File: src/rtl/dtmf_rep_pkg.sv
package dtmf_rep_pkg;
  localparam int unsigned CODE_W     = 4;
  localparam int unsigned FRAME_BITS = 2 + 2 * CODE_W;
  localparam int unsigned IDX_W      = $clog2(FRAME_BITS);

  typedef logic [CODE_W-1:0] code_t;

  typedef enum logic [1:0] {
    ST_IDLE,
    ST_LEAD,
    ST_DATA,
    ST_TAIL
  } tx_state_e;

  function automatic code_t checksum(input code_t c);
    return code_t'(~c + 1'b1);
  endfunction
endpackage

File: src/rtl/dtmf_key_encoder.sv
module dtmf_key_encoder
  import dtmf_rep_pkg::*;
(
  input  logic [1:0] row_i,
  input  logic [1:0] col_i,
  output code_t      code_o
);
  always_comb begin
    unique case ({row_i, col_i})
      4'h0: code_o = 4'd1;
      4'h1: code_o = 4'd2;
      4'h2: code_o = 4'd3;
      4'h3: code_o = 4'd13;  // A
      4'h4: code_o = 4'd4;
      4'h5: code_o = 4'd5;
      4'h6: code_o = 4'd6;
      4'h7: code_o = 4'd14;  // B
      4'h8: code_o = 4'd7;
      4'h9: code_o = 4'd8;
      4'hA: code_o = 4'd9;
      4'hB: code_o = 4'd15;  // C
      4'hC: code_o = 4'd11;  // *
      4'hD: code_o = 4'd10;  // 0
      4'hE: code_o = 4'd12;  // #
      default: code_o = 4'd0;  // D
    endcase
  end
endmodule

File: src/rtl/dtmf_baud_gen.sv
module dtmf_baud_gen #(
  parameter int unsigned CLK_HZ  = 3579545,
  parameter int unsigned BAUD_HZ = 1200
) (
  input  logic clk_i,
  input  logic rst_ni,
  input  logic clr_i,
  output logic tick_o
);
  localparam int unsigned ACC_W = $clog2(CLK_HZ + BAUD_HZ + 1);
  localparam logic [ACC_W-1:0] STEP  = ACC_W'(BAUD_HZ);
  localparam logic [ACC_W-1:0] LIMIT = ACC_W'(CLK_HZ);

  logic [ACC_W-1:0] acc_q, acc_sum;

  assign acc_sum = acc_q + STEP;
  assign tick_o  = !clr_i && (acc_sum >= LIMIT);

  always_ff @(posedge clk_i or negedge rst_ni) begin
    if (!rst_ni)      acc_q <= '0;
    else if (clr_i)   acc_q <= '0;
    else if (tick_o)  acc_q <= acc_sum - LIMIT;
    else              acc_q <= acc_sum;
  end
endmodule

File: src/rtl/dtmf_frame_tx.sv
module dtmf_frame_tx
  import dtmf_rep_pkg::*;
(
  input  logic  clk_i,
  input  logic  rst_ni,
  input  logic  pwr_down_i,
  input  logic  accept_i,
  input  code_t code_i,
  input  logic  tick_i,
  output logic  clr_o,
  output logic  dout_o,
  output logic  dv_n_o
);
  tx_state_e        state_q;
  code_t            code_q;
  logic [IDX_W-1:0] idx_q;
  logic [FRAME_BITS-1:0] frame;

  assign frame = {1'b1, checksum(code_q), code_q, 1'b0};

  always_ff @(posedge clk_i or negedge rst_ni) begin
    if (!rst_ni) begin
      state_q <= ST_IDLE;
      code_q  <= '0;
      idx_q   <= '0;
    end else if (pwr_down_i) begin
      state_q <= ST_IDLE;
      idx_q   <= '0;
    end else begin
      unique case (state_q)
        ST_IDLE: if (accept_i) begin
          state_q <= ST_LEAD;
          code_q  <= code_i;
          idx_q   <= '0;
        end
        ST_LEAD: if (tick_i) state_q <= ST_DATA;
        ST_DATA: if (tick_i) begin
          if (idx_q == IDX_W'(FRAME_BITS - 1)) state_q <= ST_TAIL;
          else                                 idx_q   <= idx_q + 1'b1;
        end
        default: if (tick_i) state_q <= ST_IDLE;
      endcase
    end
  end

  assign clr_o  = (state_q == ST_IDLE);
  assign dout_o = (state_q == ST_DATA) ? frame[idx_q] : 1'b1;
  assign dv_n_o = (state_q == ST_IDLE);
endmodule

File: src/rtl/dtmf_serial_reporter.sv
module dtmf_serial_reporter
  import dtmf_rep_pkg::*;
#(
  parameter int unsigned CLK_HZ  = 3579545,
  parameter int unsigned BAUD_HZ = 1200
) (
  input  logic       clk_i,
  input  logic       rst_ni,
  input  logic       pwr_down_i,
  input  logic       accept_i,
  input  logic [1:0] row_i,
  input  logic [1:0] col_i,
  output logic       dout_o,
  output logic       dv_n_o
);
  code_t key_code;
  logic  baud_tick, baud_clr, tx_dout, tx_dv_n;

  dtmf_key_encoder u_enc (
    .row_i  (row_i),
    .col_i  (col_i),
    .code_o (key_code)
  );

  dtmf_baud_gen #(.CLK_HZ(CLK_HZ), .BAUD_HZ(BAUD_HZ)) u_baud (
    .clk_i  (clk_i),
    .rst_ni (rst_ni),
    .clr_i  (baud_clr),
    .tick_o (baud_tick)
  );

  dtmf_frame_tx u_tx (
    .clk_i      (clk_i),
    .rst_ni     (rst_ni),
    .pwr_down_i (pwr_down_i),
    .accept_i   (accept_i),
    .code_i     (key_code),
    .tick_i     (baud_tick),
    .clr_o      (baud_clr),
    .dout_o     (tx_dout),
    .dv_n_o     (tx_dv_n)
  );

  // power-down parks both lines high
  assign dout_o = tx_dout | pwr_down_i;
  assign dv_n_o = tx_dv_n | pwr_down_i;
endmodule

File: config.mk
export PLATFORM = sky130hd
export DESIGN_NAME = dtmf_serial_reporter
export DESIGN_NICKNAME = d
export VERILOG_FILES = /design/src/rtl/dtmf_rep_pkg.sv /design/src/rtl/dtmf_key_encoder.sv /design/src/rtl/dtmf_baud_gen.sv /design/src/rtl/dtmf_frame_tx.sv /design/src/rtl/dtmf_serial_reporter.sv
export SDC_FILE = /design/constraint.sdc
export NUM_CORES = 1
export LEC_CHECK = 0
export ABC_AREA = 1
export ABC_CLOCK_PERIOD_IN_PS = 2400
export BUFFER_PORTS_ARGS = -buffer_cell sky130_fd_sc_hd__buf_4
export CORE_MARGIN = 2
export CORE_UTILIZATION = 59
export CTS_CLUSTER_SIZE = 14
export DETAILED_ROUTE_END_ITERATION = 7
export MAX_ROUTING_LAYER = met4
export PLACE_DENSITY = 0.83
export SKIP_LAST_GASP = 1
export SYNTH_ARGS = -nofsm -noshare
export SYNTH_HDL_FRONTEND = slang
export SYNTH_SLANG_ARGS = --single-unit
File: constraint.sdc
create_clock -name clk_i -period 2.4 [get_ports clk_i]
set_clock_uncertainty 0.05 [all_clocks]
set_input_delay 0.12 -clock clk_i [delete_from_list [all_inputs] [get_ports clk_i]]
set_output_delay 0.12 -clock clk_i [all_outputs]
set_load 0.005 [all_outputs]
==> results of run 1 <==
repair_timing:
item	CTS	global route
hold buffers	1	0
gates resized for setup	3	73
endpoints found under the setup margin	16	28
pin swaps	1	30
endpoints found under the hold margin	32	0
gates cloned	0	2
setup buffers	2	11
metrics by stage:
stage / util [%] / std cells / worst slack [ns] / power [W]
6_report: 77.15 / 505 / -0.01911 / 0.002798
5_1_grt: 77.15 / 505 / -0.1622 / 0.003003
4_1_cts: 69.10 / 492 / 0.004253 / 0.002499
3_5_place_dp: 66.13 / 482 / -0.02410 / 0.002025
3_3_place_gp: 66.13 / 482 / 0.05493 / 0.001981
2_1_floorplan: - / 414 / 0.1768 / 0.001698
worst max-delay path by stage:
stage / from / to / slack (ns) / depth (start not counted)
3_3_place_gp: u_baud.acc_q[4] / u_baud.acc_q[4] / 0.05 / 20
5_1_grt: u_baud.acc_q[6] / u_baud.acc_q[12] / -0.16 / 15
2_1_floorplan: u_baud.acc_q[4] / u_baud.acc_q[10] / 0.18 / 20
3_5_place_dp: u_baud.acc_q[4] / u_baud.acc_q[18] / -0.02 / 20
4_1_cts: u_baud.acc_q[4] / u_tx.idx_q[0] / 0.004 / 21
6_report: u_baud.acc_q[6] / u_baud.acc_q[12] / -0.02 / 15
final cells by class:
| cell class | instances | area share [%] |
|---|---|---|
| Clock buffer | 7 | 2.829 |
| Inverter | 63 | 7.017 |
| Multi-Input combinational cell | 314 | 56.36 |
| Sequential cell | 32 | 23.51 |
| Tap cell | 52 | 1.910 |
| Timing Repair Buffer | 37 | 8.376 |
logic make-up (layout without fill, tap and decap cells):
group,count (synthesis),after routing
and+or+nand+nor,233,234
buffers and inverters,69,107
xor gates and xnor gates,11,11
DFF,32,32
adders and majority gates,16,16
AOI/OAI and AO/OA,53,53
synthesized netlist by cell type (all sizes together):
cell type / count
o211a: 1
xor2: 6
clkbuf: 1
o311ai: 2
o21ai: 22
nor3: 6
nand3: 44
o31ai: 1
dfrtp: 32
a21o: 1
o21a: 1
o211ai: 3
nand4: 3
or2: 1
o22ai: 4
nand3b: 2
buf: 5
nor2: 44
nand2: 133
a21oi: 15
inv: 63
a21boi: 2
xnor2: 5
ha: 16
a31oi: 1
power by group:
group          internal (W)  switching (W)
sequential         0.000653       0.000114
combinational      0.000574       0.000994
clock              0.000255       0.000206
total               0.00148        0.00131
registers in the layout, indices dropped and copies added, names as in the netlist:
| name | cells |
|---|---|
| u_tx.idx_q | 4 |
| u_baud.acc_q | 22 |
| u_tx.state_q | 2 |
| u_tx.code_q | 4 |
worst register-to-register path: cells and delay by family (launching register included):
kind	cells	cell delay, ns
compound gates	1	0.13
xor+xnor	1	0.23
buf+inv	1	0.15
flops	1	0.43
simple gates	12	1.31
per-layer routing:
metal	vias to the layer above	share of wire (%)	wire (microns)	GRT usage (%)
li1	1394	-	-	-
met1	1294	44	2947	31.06
met2	68	50	3353	44.14
met3	20	3.3	219	4.583
met4	0	2.8	189	8.805
met5	-	0	0	-
==> impl_results.md, run 1 <==
- CP top delay family: simple AND/OR/NAND/NOR gates
- CTS tree: yes
- Worst EP arrival: 2.54 ns
- Power Dens Cells: 821.4 nW/um^2
- Vert. Die Dim: 72.04 microns
- Combinational family with the most area after synthesis: simple AND/OR/NAND/NOR gates
- H-tree depth: 2
- Register bit total from synthesis: 32
- Worst setup EP type: register
- Worst Tran Pin Value: 0.5239 ns
- DRC Markers: 0
- Die X: 72.04 microns
- Mapped cell area: 2731 sq um
- Most used cells in the layout excluding fill and tap cells: nand2_1, inv_1, nand3_1
- Ports: 10
- CP Cell Sequence: nand2_1, nand2_2, nand3_4, nand2_8, nand2_4, nor2_4, xor2_1, nand2_1, nor2_2, nand2_2, nand2_4, buf_4, nand2_1, o21ai_1, nor2_1
- Crit path time final: 2.419 ns
- RR Startpoint: u_baud.acc_q[6]
- Initial Util: 61.88%
- Gr ovfl total: 0
- Crit-path max FO: 7
- DR vias: 2,776
- Worst Setup Start Kind: register
- Area after DPL: 2919 sq um
- Final Hold Viols: 0
- Num rows: 24
- WP buf/inv: 1
- CP max-delay cell: dfrtp_1
- Die area: 5190 sq um
- DRT Wirelength: 6709 microns
- Ranking of synthesized cells by area: dfrtp_1, nand2_1, inv_1
- Complex-gate fraction of the synthesized area: 11.27%
- Adder-Cell Fraction of Synth Area: 7.329%
- DR WL/cell: 13.29 microns
- Worst hold start: pwr_down_i
- Clk slew on worst S/H paths: 0.07 ns
- Post-synthesis cell count: 414
- Detail Placement HPWL: 4402 microns
- Max Cap Viol: 0
- Commonest non-fill, non-tap cell in the layout: nand2_1
- Sequential cell area: 800.8 sq um
- Yosys warnings: 0
- CTS max path bufs: 2
- Iteration count of the initial detailed-routing pass: 5
- Final Instance Area: 3406 sq um
- Kind of critical path: reg -> reg
- Worst reg-to-reg setup slack: -0.02 ns
- Worst R2R End: u_baud.acc_q[12]
- Tot GR Track Use: 25.91%
- Area occupied by multi-input gates: 1919 sq um
- Post-synth top area cell: dfrtp_1
- Peak VDD IR: 0.5638 mV
- Failing checks: setup timing
- Core box area: 4414 sq um
- Post-synthesis simple-gate area fraction: 37.79%
- Largest net degree at the start of global routing: 33
- Share of cells above drive strength 1: 27.15%
- Clk root buf: clkbuf_8
- Final RePlAce weighted congestion: 0.9214
- WP data required: 2.52 ns
- Register-to-Register Path Depth: 15
- Post-synth top area share: 29.32%
- Post-synthesis mux area share: 0%
- Max transition margin: 65.07%
- Nets: 477
- 1st-iter DRT viols: 205
- Unrepaired setup endpoints after global routing: yes
- Fmax achieved: 413.4 MHz
- Clk sinks: 32
- Synth Net Count: 438
- Hold slack: 0.08499 ns
- Worst skew pair latency: 0.29 ns
- Syn_area_per_cell: 6.598 sq um
- Total CTS buffers: 5
- Most frequent CP cell: nand2_1
- Post-Synth XOR/XNOR Area: 4.077%
- Area Overhead vs Synth: 24.69%
- Final Max Tran Viols: 0
- Post-route ant nets: 0
- Sequential-to-total area share from yosys stat: 29.32%
- Setup Viol. Count Final: 1
- P_leak: 1.704 nW
- TNS Setup: -0.01911 ns
- Slowest cell delay on critical path: 0.43 ns
- # diodes: 0
- Port Buf Inserts: 9
- Worst Hold Path EP: u_tx.state_q[1]
- Initial antenna violation count: 0
- Number of global-route vias before repair: 2,468
- Final period util: 100.8%
- Worst setup margin: -0.01911 ns
- Hold Path Cell Cnt: 4
- Status: finished, violations left
- First-pass GRT wire length: 10,300 microns
- Min-Delay Path Class: in -> reg
- DR vias/cell: 5.497
- Post-synth cell types: 39
- FILL cells: 310
Note: power is estimated with default switching activity, not from simulation.
==> inputs of run 2 (changes only) <==
--- a/config.mk
+++ b/config.mk
@@ -10,6 +10,7 @@
 export BUFFER_PORTS_ARGS = -buffer_cell sky130_fd_sc_hd__buf_4
 export CORE_MARGIN = 2
 export CORE_UTILIZATION = 59
+export CTS_BUF_LIST = sky130_fd_sc_hd__clkbuf_4 sky130_fd_sc_hd__clkbuf_8 sky130_fd_sc_hd__clkbuf_16
 export CTS_CLUSTER_SIZE = 14
 export DETAILED_ROUTE_END_ITERATION = 7
 export MAX_ROUTING_LAYER = met4
==> constraint.sdc (replaced) <==
create_clock -name clk_i -period 2.4 [get_ports clk_i]
set_clock_uncertainty 0.05 [all_clocks]
set_input_delay 0.24 -clock clk_i [delete_from_list [all_inputs] [get_ports clk_i]]
set_output_delay 0.24 -clock clk_i [all_outputs]
set_load 0.005 [all_outputs]
==> impl_results.md, run 2 (synthesis results as in run 1) <==
- Largest regs: u_baud.acc_q x22, u_tx.code_q x4, u_tx.idx_q x4
- Final period util: 100.7% (about the same)
- Most used cells in the layout excluding fill and tap cells: nand2_1, inv_1, nand3_1
- Initial antenna violation count: 0 (unchanged)
- RR Startpoint: u_baud.acc_q[4]
- Worst R2R End: u_tx.idx_q[0]
- Clk slew on worst S/H paths: 0.07 ns (about the same)
- Gr ovfl total: 0 (unchanged)
- H-tree depth: 2 (unchanged)
- Worst Setup Start Kind: register
- Post-route ant nets: 0 (unchanged)
- Vert. Die Dim: 72.04 microns (unchanged)
- Port Buf Inserts: 9 (unchanged)
- Worst EP arrival: 2.56 ns (+0.02 ns)
- DRC Markers: 0 (unchanged)
- Worst setup EP type: register
- Worst setup margin: -0.01740 ns (+0.001702 ns)
- Commonest non-fill, non-tap cell in the layout: nand2_1
- Fmax achieved: 413.7 MHz (about the same)
- Iteration count of the initial detailed-routing pass: 5 (unchanged)
- Hold slack: 0.2086 ns (+0.1236 ns)
- Hold Path Cell Cnt: 4 (unchanged)
- Worst hold start: pwr_down_i
- Finished Layout Cells: 506 (+0.20%)
- Peak VDD IR: 0.4436 mV (-21%)
- Worst reg-to-reg setup slack: -0.02 ns (about the same)
- Number of flip-flops in the largest register: 22 (unchanged)
- CTS max path bufs: 2 (unchanged)
- Core box area: 4414 sq um (unchanged)
- Tot GR Track Use: 25.52% (-0.39 points)
- DR vias/cell: 5.549 (+0.95%)
- TNS Setup: -0.02098 ns (-0.001872 ns)
- Unrepaired setup endpoints after global routing: yes
- DR WL/cell: 13.54 microns (+1.9%)
- FILL cells: 306 (-1.3%)
- Kind of critical path: reg -> reg
- Worst Hold Path EP: u_tx.state_q[1]
- Final Instance Area: 3411 sq um (+0.15%)
- 1st-iter DRT viols: 169 (-18%)
- Clk sinks: 32 (unchanged)
- Top reg by flops: u_baud.acc_q
- CTS tree: yes
- Area after DPL: 2919 sq um (unchanged)
- Status: finished, violations left
- Total CTS buffers: 5 (unchanged)
- Crit path time final: 2.417 ns (-0.001702 ns)
- Worst skew pair latency: 0.30 ns (about the same)
- Final RePlAce weighted congestion: 0.8961 (-2.7%)
- Die X: 72.04 microns (unchanged)
- First-pass GRT wire length: 10,160 microns (-1.3%)
- Max transition margin: 53.11% (-12 points)
- Clk root buf: clkbuf_8
- P_leak: 1.721 nW (+1.0%)
- Register-to-Register Path Depth: 18 (+3)
- Detail Placement HPWL: 4345 microns (-1.3%)
- Share of cells above drive strength 1: 26.87% (-0.28 points)
- Inst Count DP: 482 (unchanged)
- Initial Util: 61.88% (unchanged)
- Failing checks: setup timing
- Max Cap Viol: 0 (unchanged)
- Final Hold Viols: 0 (unchanged)
- DR vias: 2,808 (+1.2%)
- Num rows: 24 (unchanged)
- Ports: 10 (unchanged)
- Area Overhead vs Synth: 24.87%
- Crit-path max FO: 7 (unchanged)
- Worst Tran Pin Value: 0.7033 ns (+0.1794 ns)
- DRT Wirelength: 6851 microns (+2.1%)
- # diodes: 0 (unchanged)
- WP data required: 2.54 ns (+0.02 ns)
- Largest net degree at the start of global routing: 33 (unchanged)
- Die area: 5190 sq um (unchanged)
- Number of global-route vias before repair: 2,431 (-1.5%)
- Power Dens Cells: 835.9 nW/um^2 (+1.8%)
- Min-Delay Path Class: in -> reg
- Final Max Tran Viols: 0 (unchanged)
- Setup Viol. Count Final: 3 (+2)
- Nets: 477 (unchanged)
==> run 2: changes by cell type in the layout (fill, tap and decap cells not counted), sizes merged <==
cell,change
clkbuf,+1
==> run 2: routing by layer <==
metal / vias to the layer above / wire (microns) / track usage (%)
met5: - / 0 / -
met4: 0 / 115 / 7.128
met3: 18 / 300 / 5.278
met2: 84 / 3528 / 42.08
met1: 1309 / 2906 / 32.02
li1: 1397 / - / -
==> run 2: area by class of cell <==
type                    instances  area (sq um)  area share [%]
clock buffers                   8         97.59           2.861
inverters                      63         236.5           6.933
multi-input cells             314          1919           56.27
flip-flops and latches         32         802.0           23.51
well taps                      52         65.06           1.908
repair buffers                 37         290.3           8.511
==> run 2: timing repair <==
action / CTS / global route
setup endpoints to repair: 18 / 29
gates cloned: 0 / 3
buffers inserted: 1 / 11
resized for setup: 4 / 73
pin swaps: 1 / 26
hold endpoints to repair: 32 / 0
hold buffers: 1 / 0
==> run 2: worst max path at each step <==
stage / from / to / cells past startpoint
finish: u_baud.acc_q[4] / u_tx.idx_q[0] / 18
detailed placement: u_baud.acc_q[4] / u_tx.idx_q[3] / 18
global route: u_baud.acc_q[4] / u_tx.idx_q[0] / 18
global placement: u_baud.acc_q[4] / u_baud.acc_q[18] / 20
CTS: u_baud.acc_q[4] / u_tx.idx_q[3] / 21
floorplan: u_baud.acc_q[4] / u_baud.acc_q[10] / 20
==> run 2: report_power, final <==
part | switching (W) | internal (W)
combinational | 0.00101 | 0.000584
sequential | 0.000126 | 0.000655
clock | 0.000216 | 0.000257
total | 0.00136 | 0.00150
==> run 2: worst max-delay path: stages (launching register included) <==
cell,delay [ns]
dfrtp_1,0.36
buf_4,0.11
buf_4,0.10
nand2_2,0.06
nand2_2,0.11
nand3_4,0.08
nand2_4,0.13
nand2_2,0.09
nor2_4,0.13
xor2_1,0.21
nand2_1,0.11
nor2_2,0.16
nand2_4,0.10
nand2_8,0.11
nand2_8,0.08
nand2_8,0.11
nand2_8,0.06
nand2_1,0.10
nand2_1,0.05
==> run 2: metrics by stage <==
stage / util, % / power [W] / worst slack, ns
2_1_floorplan: - / 0.001698 / 0.1768
3_3_place_gp: 66.13 / 0.001981 / 0.05374
3_5_place_dp: 66.13 / 0.002029 / -0.04337
4_1_cts: 69.10 / 0.002506 / 0.01092
5_1_grt: 77.27 / 0.003065 / -0.1658
6_report: 77.27 / 0.002851 / -0.01740
==> inputs of run 3 (changes only) <==
--- a/config.mk
+++ b/config.mk
@@ -10,12 +10,14 @@
 export BUFFER_PORTS_ARGS = -buffer_cell sky130_fd_sc_hd__buf_4
 export CORE_MARGIN = 2
 export CORE_UTILIZATION = 59
-export CTS_BUF_LIST = sky130_fd_sc_hd__clkbuf_4 sky130_fd_sc_hd__clkbuf_8 sky130_fd_sc_hd__clkbuf_16
+export CTS_BUF_LIST = sky130_fd_sc_hd__clkbuf_2 sky130_fd_sc_hd__clkbuf_4 sky130_fd_sc_hd__clkbuf_8
 export CTS_CLUSTER_SIZE = 14
 export DETAILED_ROUTE_END_ITERATION = 7
+export GPL_TIMING_DRIVEN = 0
 export MAX_ROUTING_LAYER = met4
 export PLACE_DENSITY = 0.83
 export SKIP_LAST_GASP = 1
 export SYNTH_ARGS = -nofsm -noshare
 export SYNTH_HDL_FRONTEND = slang
+export SYNTH_HIERARCHICAL = 1
 export SYNTH_SLANG_ARGS = --single-unit
==> impl_results.md, run 3 <==
- Status: finished, violations left
- Failing checks: setup timing
- Met2 usage: 51.13% (+9.1 points)
- Min-Delay Path Class: in -> reg
- Worst skew pair latency: 0.29 ns (about the same)
- Peak VDD IR: 0.5478 mV (+23%)
- Complex-gate fraction of the synthesized area: 7.580% (-3.7 points)
- Largest net degree at the start of global routing: 33 (unchanged)
- Final period util: 107.2% (+6.4 points)
- Num rows: 25 (+4.2%)
- Worst reg-to-reg setup slack: -0.17 ns (-0.15 ns)
- Share of cells above drive strength 1: 25.14% (-1.7 points)
- P_leak: 1.939 nW (+13%)
- Most common cell in the netlist: nand2_1
- Gr ovfl total: 0 (unchanged)
- Nets: 555 (+16%)
- Top reg by flops: u_baud/acc_q
- EDFF count, synth: 0 (unchanged)
- DR WL/cell: 13.13 microns (-3.0%)
- 1st-iter DRT viols: 225 (+33%)
- Hold Path Cell Cnt: 4 (unchanged)
- Post-synthesis mux area share: 0% (unchanged)
- Register-to-Register Path Depth: 22 (+4)
- Yosys warnings: 6 (+6)
- Worst Setup Start Kind: register
- Top cells by count, synth: nand2_1, inv_1, nand3_1
- Post-route ant nets: 0 (unchanged)
- Max transition margin: 65.16% (+12 points)
- Register bit total from synthesis: 32 (unchanged)
- Worst setup EP type: register
- Adder-Cell Fraction of Synth Area: 6.424% (-0.91 points)
- Final RePlAce weighted congestion: 0.8858 (-1.1%)
- Unrepaired setup endpoints after global routing: yes
- Post-synth top area share: 27.41% (-1.9 points)
- Number of global-route vias before repair: 2,845 (+17%)
- Worst hold start: pwr_down_i
- DRC Markers: 0 (unchanged)
- Post-synth top area cell: dfrtp_1
- Most frequent CP cell: nand2_2
- Ports: 10 (unchanged)
- DR vias/cell: 5.392 (-2.8%)
- Worst Tran Pin Value: 0.5226 ns (-0.1808 ns)
- Die area: 5531 sq um (+6.6%)
- Die X: 74.37 microns (+3.2%)
- Setup Viol. Count Final: 19 (+16)
- Slowest cell delay on critical path: 0.39 ns (+0.03 ns)
- Clk sinks: 32 (unchanged)
- Power Dens Cells: 789.8 nW/um^2 (-5.5%)
- Worst R2R End: u_tx/state_q[1]
- Worst Hold Path EP: u_tx/state_q[0]
- Worst EP arrival: 2.70 ns (+0.14 ns)
- Mapped cell area: 2922 sq um (+7.0%)
- Commonest non-fill, non-tap cell in the layout: nand2_1
- Most used cells in the layout excluding fill and tap cells: nand2_1, inv_1, nand3_1
- Kind of critical path: reg -> reg
- Clk slew on worst S/H paths: 0.07 ns (about the same)
- Clk root buf: clkbuf_8
- Most used routing layer: met2
- Fmax achieved: 388.8 MHz (-6.0%)
- Iteration count of the initial detailed-routing pass: 5 (unchanged)
- CP Cell Sequence: inv_2, ha_2, inv_2, nand2_4, nand2_8, nand2_4, nand2_8, nand2_2, nand2_1, nand2_2, o21ai_1, nand2_1, nand2_2, nand2_2, nand3_4, nand2_2, inv_2, a21oi_1, nand2_1, buf_4, nand4_1, nand2_1
- Crit-path max FO: 7 (unchanged)
- WP data required: 2.53 ns (about the same)
- Area after DPL: 3080 sq um (+5.5%)
- Combinational family with the most area after synthesis: simple AND/OR/NAND/NOR gates
- RR Startpoint: u_baud/acc_q[4]
- FILL cells: 370 (+21%)
- H-tree depth: 2 (unchanged)
- Ranking of synthesized cells by area: dfrtp_1, nand2_1, nand3_1
- Synth Net Count: 508 (+16%)
- Post-synthesis simple-gate area fraction: 45.82% (+8.0 points)
- CTS tree: yes
- Max Cap Viol: 0 (unchanged)
- Crit path time final: 2.572 ns (+0.1545 ns)
- Core box area: 4755 sq um (+7.7%)
- Sequential-to-total area share from yosys stat: 27.41% (-1.9 points)
- Tot GR Track Use: 29.34% (+3.8 points)
- Post-synth cell types: 26 (-33%)
- DR vias: 3,235 (+15%)
- CTS max path bufs: 2 (unchanged)
- # diodes: 0 (unchanged)
- Detail Placement HPWL: 5086 microns (+17%)
- Finished Layout Cells: 600 (+19%)
- Top FF cell, synth: dfrtp_1
- Final Hold Viols: 0 (unchanged)
- Area Overhead vs Synth: 26.60%
- GR Util met3: 3.930% (-1.3 points)
- CP max-delay cell: dfrtp_1
- Syn_area_per_cell: 6.024 sq um (-8.7%)
- Final Instance Area: 3699 sq um (+8.4%)
- Post-synthesis cell count: 485 (+17%)
- Vert. Die Dim: 74.37 microns (+3.2%)
- Worst setup margin: -0.1720 ns (-0.1545 ns)
- Port Buf Inserts: 9 (unchanged)
- Post-Synth XOR/XNOR Area: 0.2998% (-3.8 points)
- Initial antenna violation count: 0 (unchanged)
- Initial Util: 61.45% (-0.43 points)
- DRT Wirelength: 7880 microns (+15%)
- Largest regs: u_baud/acc_q x22, u_tx/code_q x4, u_tx/idx_q x4
- Hold slack: 0.2253 ns (+0.01670 ns)
- M1 GR Usage: 34.32% (+2.3 points)
- Total CTS buffers: 5 (unchanged)
- Number of flip-flops in the largest register: 22 (unchanged)
- Pre-CTS worst setup slack: -0.3893 ns (-0.3459 ns)
- Final Max Tran Viols: 0 (unchanged)
- Synth async-reset ratio: 100.0% (unchanged)
- First-pass GRT wire length: 12,300 microns (+21%)
- Inst Count DP: 561 (+16%)
-- run 3: changes by cell type after synthesis, moves of 5 or more --
cell | before | now
nand2_1 | 121 | 153
nand3_1 | 43 | 69
a21oi_1 | 14 | 28
inv_1 | 61 | 74
nor2_1 | 39 | 50
nand4_1 | 3 | 8
o21ai_1 | 9 | 4
-- run 3: logic make-up after synthesis --
kind of cell / after synthesis
flops: 32
xor+xnor: 1
simple gates: 306
buf+inv: 88
fa+ha+maj: 15
compound gates: 43
-- run 3: critical path: cells and delay by family, from the launching register on --
| kind | cells | cell delay [ns] |
|---|---|---|
| flip-flops | 1 | 0.39 |
| AO/OA/AOI/OAI | 2 | 0.23 |
| AND/OR/NAND/NOR | 15 | 1.29 |
| buffers and inverters | 4 | 0.33 |
| adder cells (fa/ha/maj) | 1 | 0.18 |
-- run 3: metal layers --
layer  vias up  routed length [microns]
met4         0                      198
met5         -                        0
li1       1620                        -
met3        27                      377
met1      1462                     3195
met2       126                     4109
-- run 3: power by group --
| part | internal (W) | leakage, nW | switching (W) |
|---|---|---|---|
| logic | 0.000603 | 1.46 | 0.00111 |
| registers | 0.000648 | 0.424 | 0.000113 |
| clock network | 0.000256 | 0.0523 | 0.000194 |
-- run 3: layout make-up --
type	instances	area [sq um]	share of cell area, %
multi-input combinational	365	2017	54.53
sequential	32	802.0	21.68
timing repair buffer	40	324.1	8.762
inverter	81	310.3	8.390
clock buffer	8	97.59	2.639
tap	67	83.83	2.267
buffer	7	63.81	1.725
-- run 3: through the flow --
step,util [%],setup TNS [ns],total power [W]
4_1_cts,73.45,0,0.002689
3_3_place_gp,64.79,-3.532,0.001967
2_1_floorplan,-,0,0.001712
3_5_place_dp,64.79,-4.930,0.002002
6_report,77.79,-1.097,0.002921
5_1_grt,77.79,-4.703,0.003140
-- run 3: repair_timing --
action,4_1_cts,5_1_grt
pin swaps,27,20
hold endpoints to repair,32,0
resized for setup,49,26
setup endpoints to repair,26,28
gates cloned,0,1
hold buffers,1,0
buffers inserted,18,11
-- run 3: how the worst max path moves through the flow --
stage	startpoint	to	slack, ns
2_1_floorplan	u_baud/acc_q[4]	u_tx/state_q[0]	0.02
3_3_place_gp	u_baud/acc_q[4]	u_tx/state_q[0]	-0.30
3_5_place_dp	u_baud/acc_q[4]	u_tx/state_q[0]	-0.39
4_1_cts	u_baud/acc_q[5]	u_tx/state_q[0]	0.006
5_1_grt	u_baud/acc_q[5]	u_tx/state_q[1]	-0.40
6_report	u_baud/acc_q[4]	u_tx/state_q[1]	-0.17
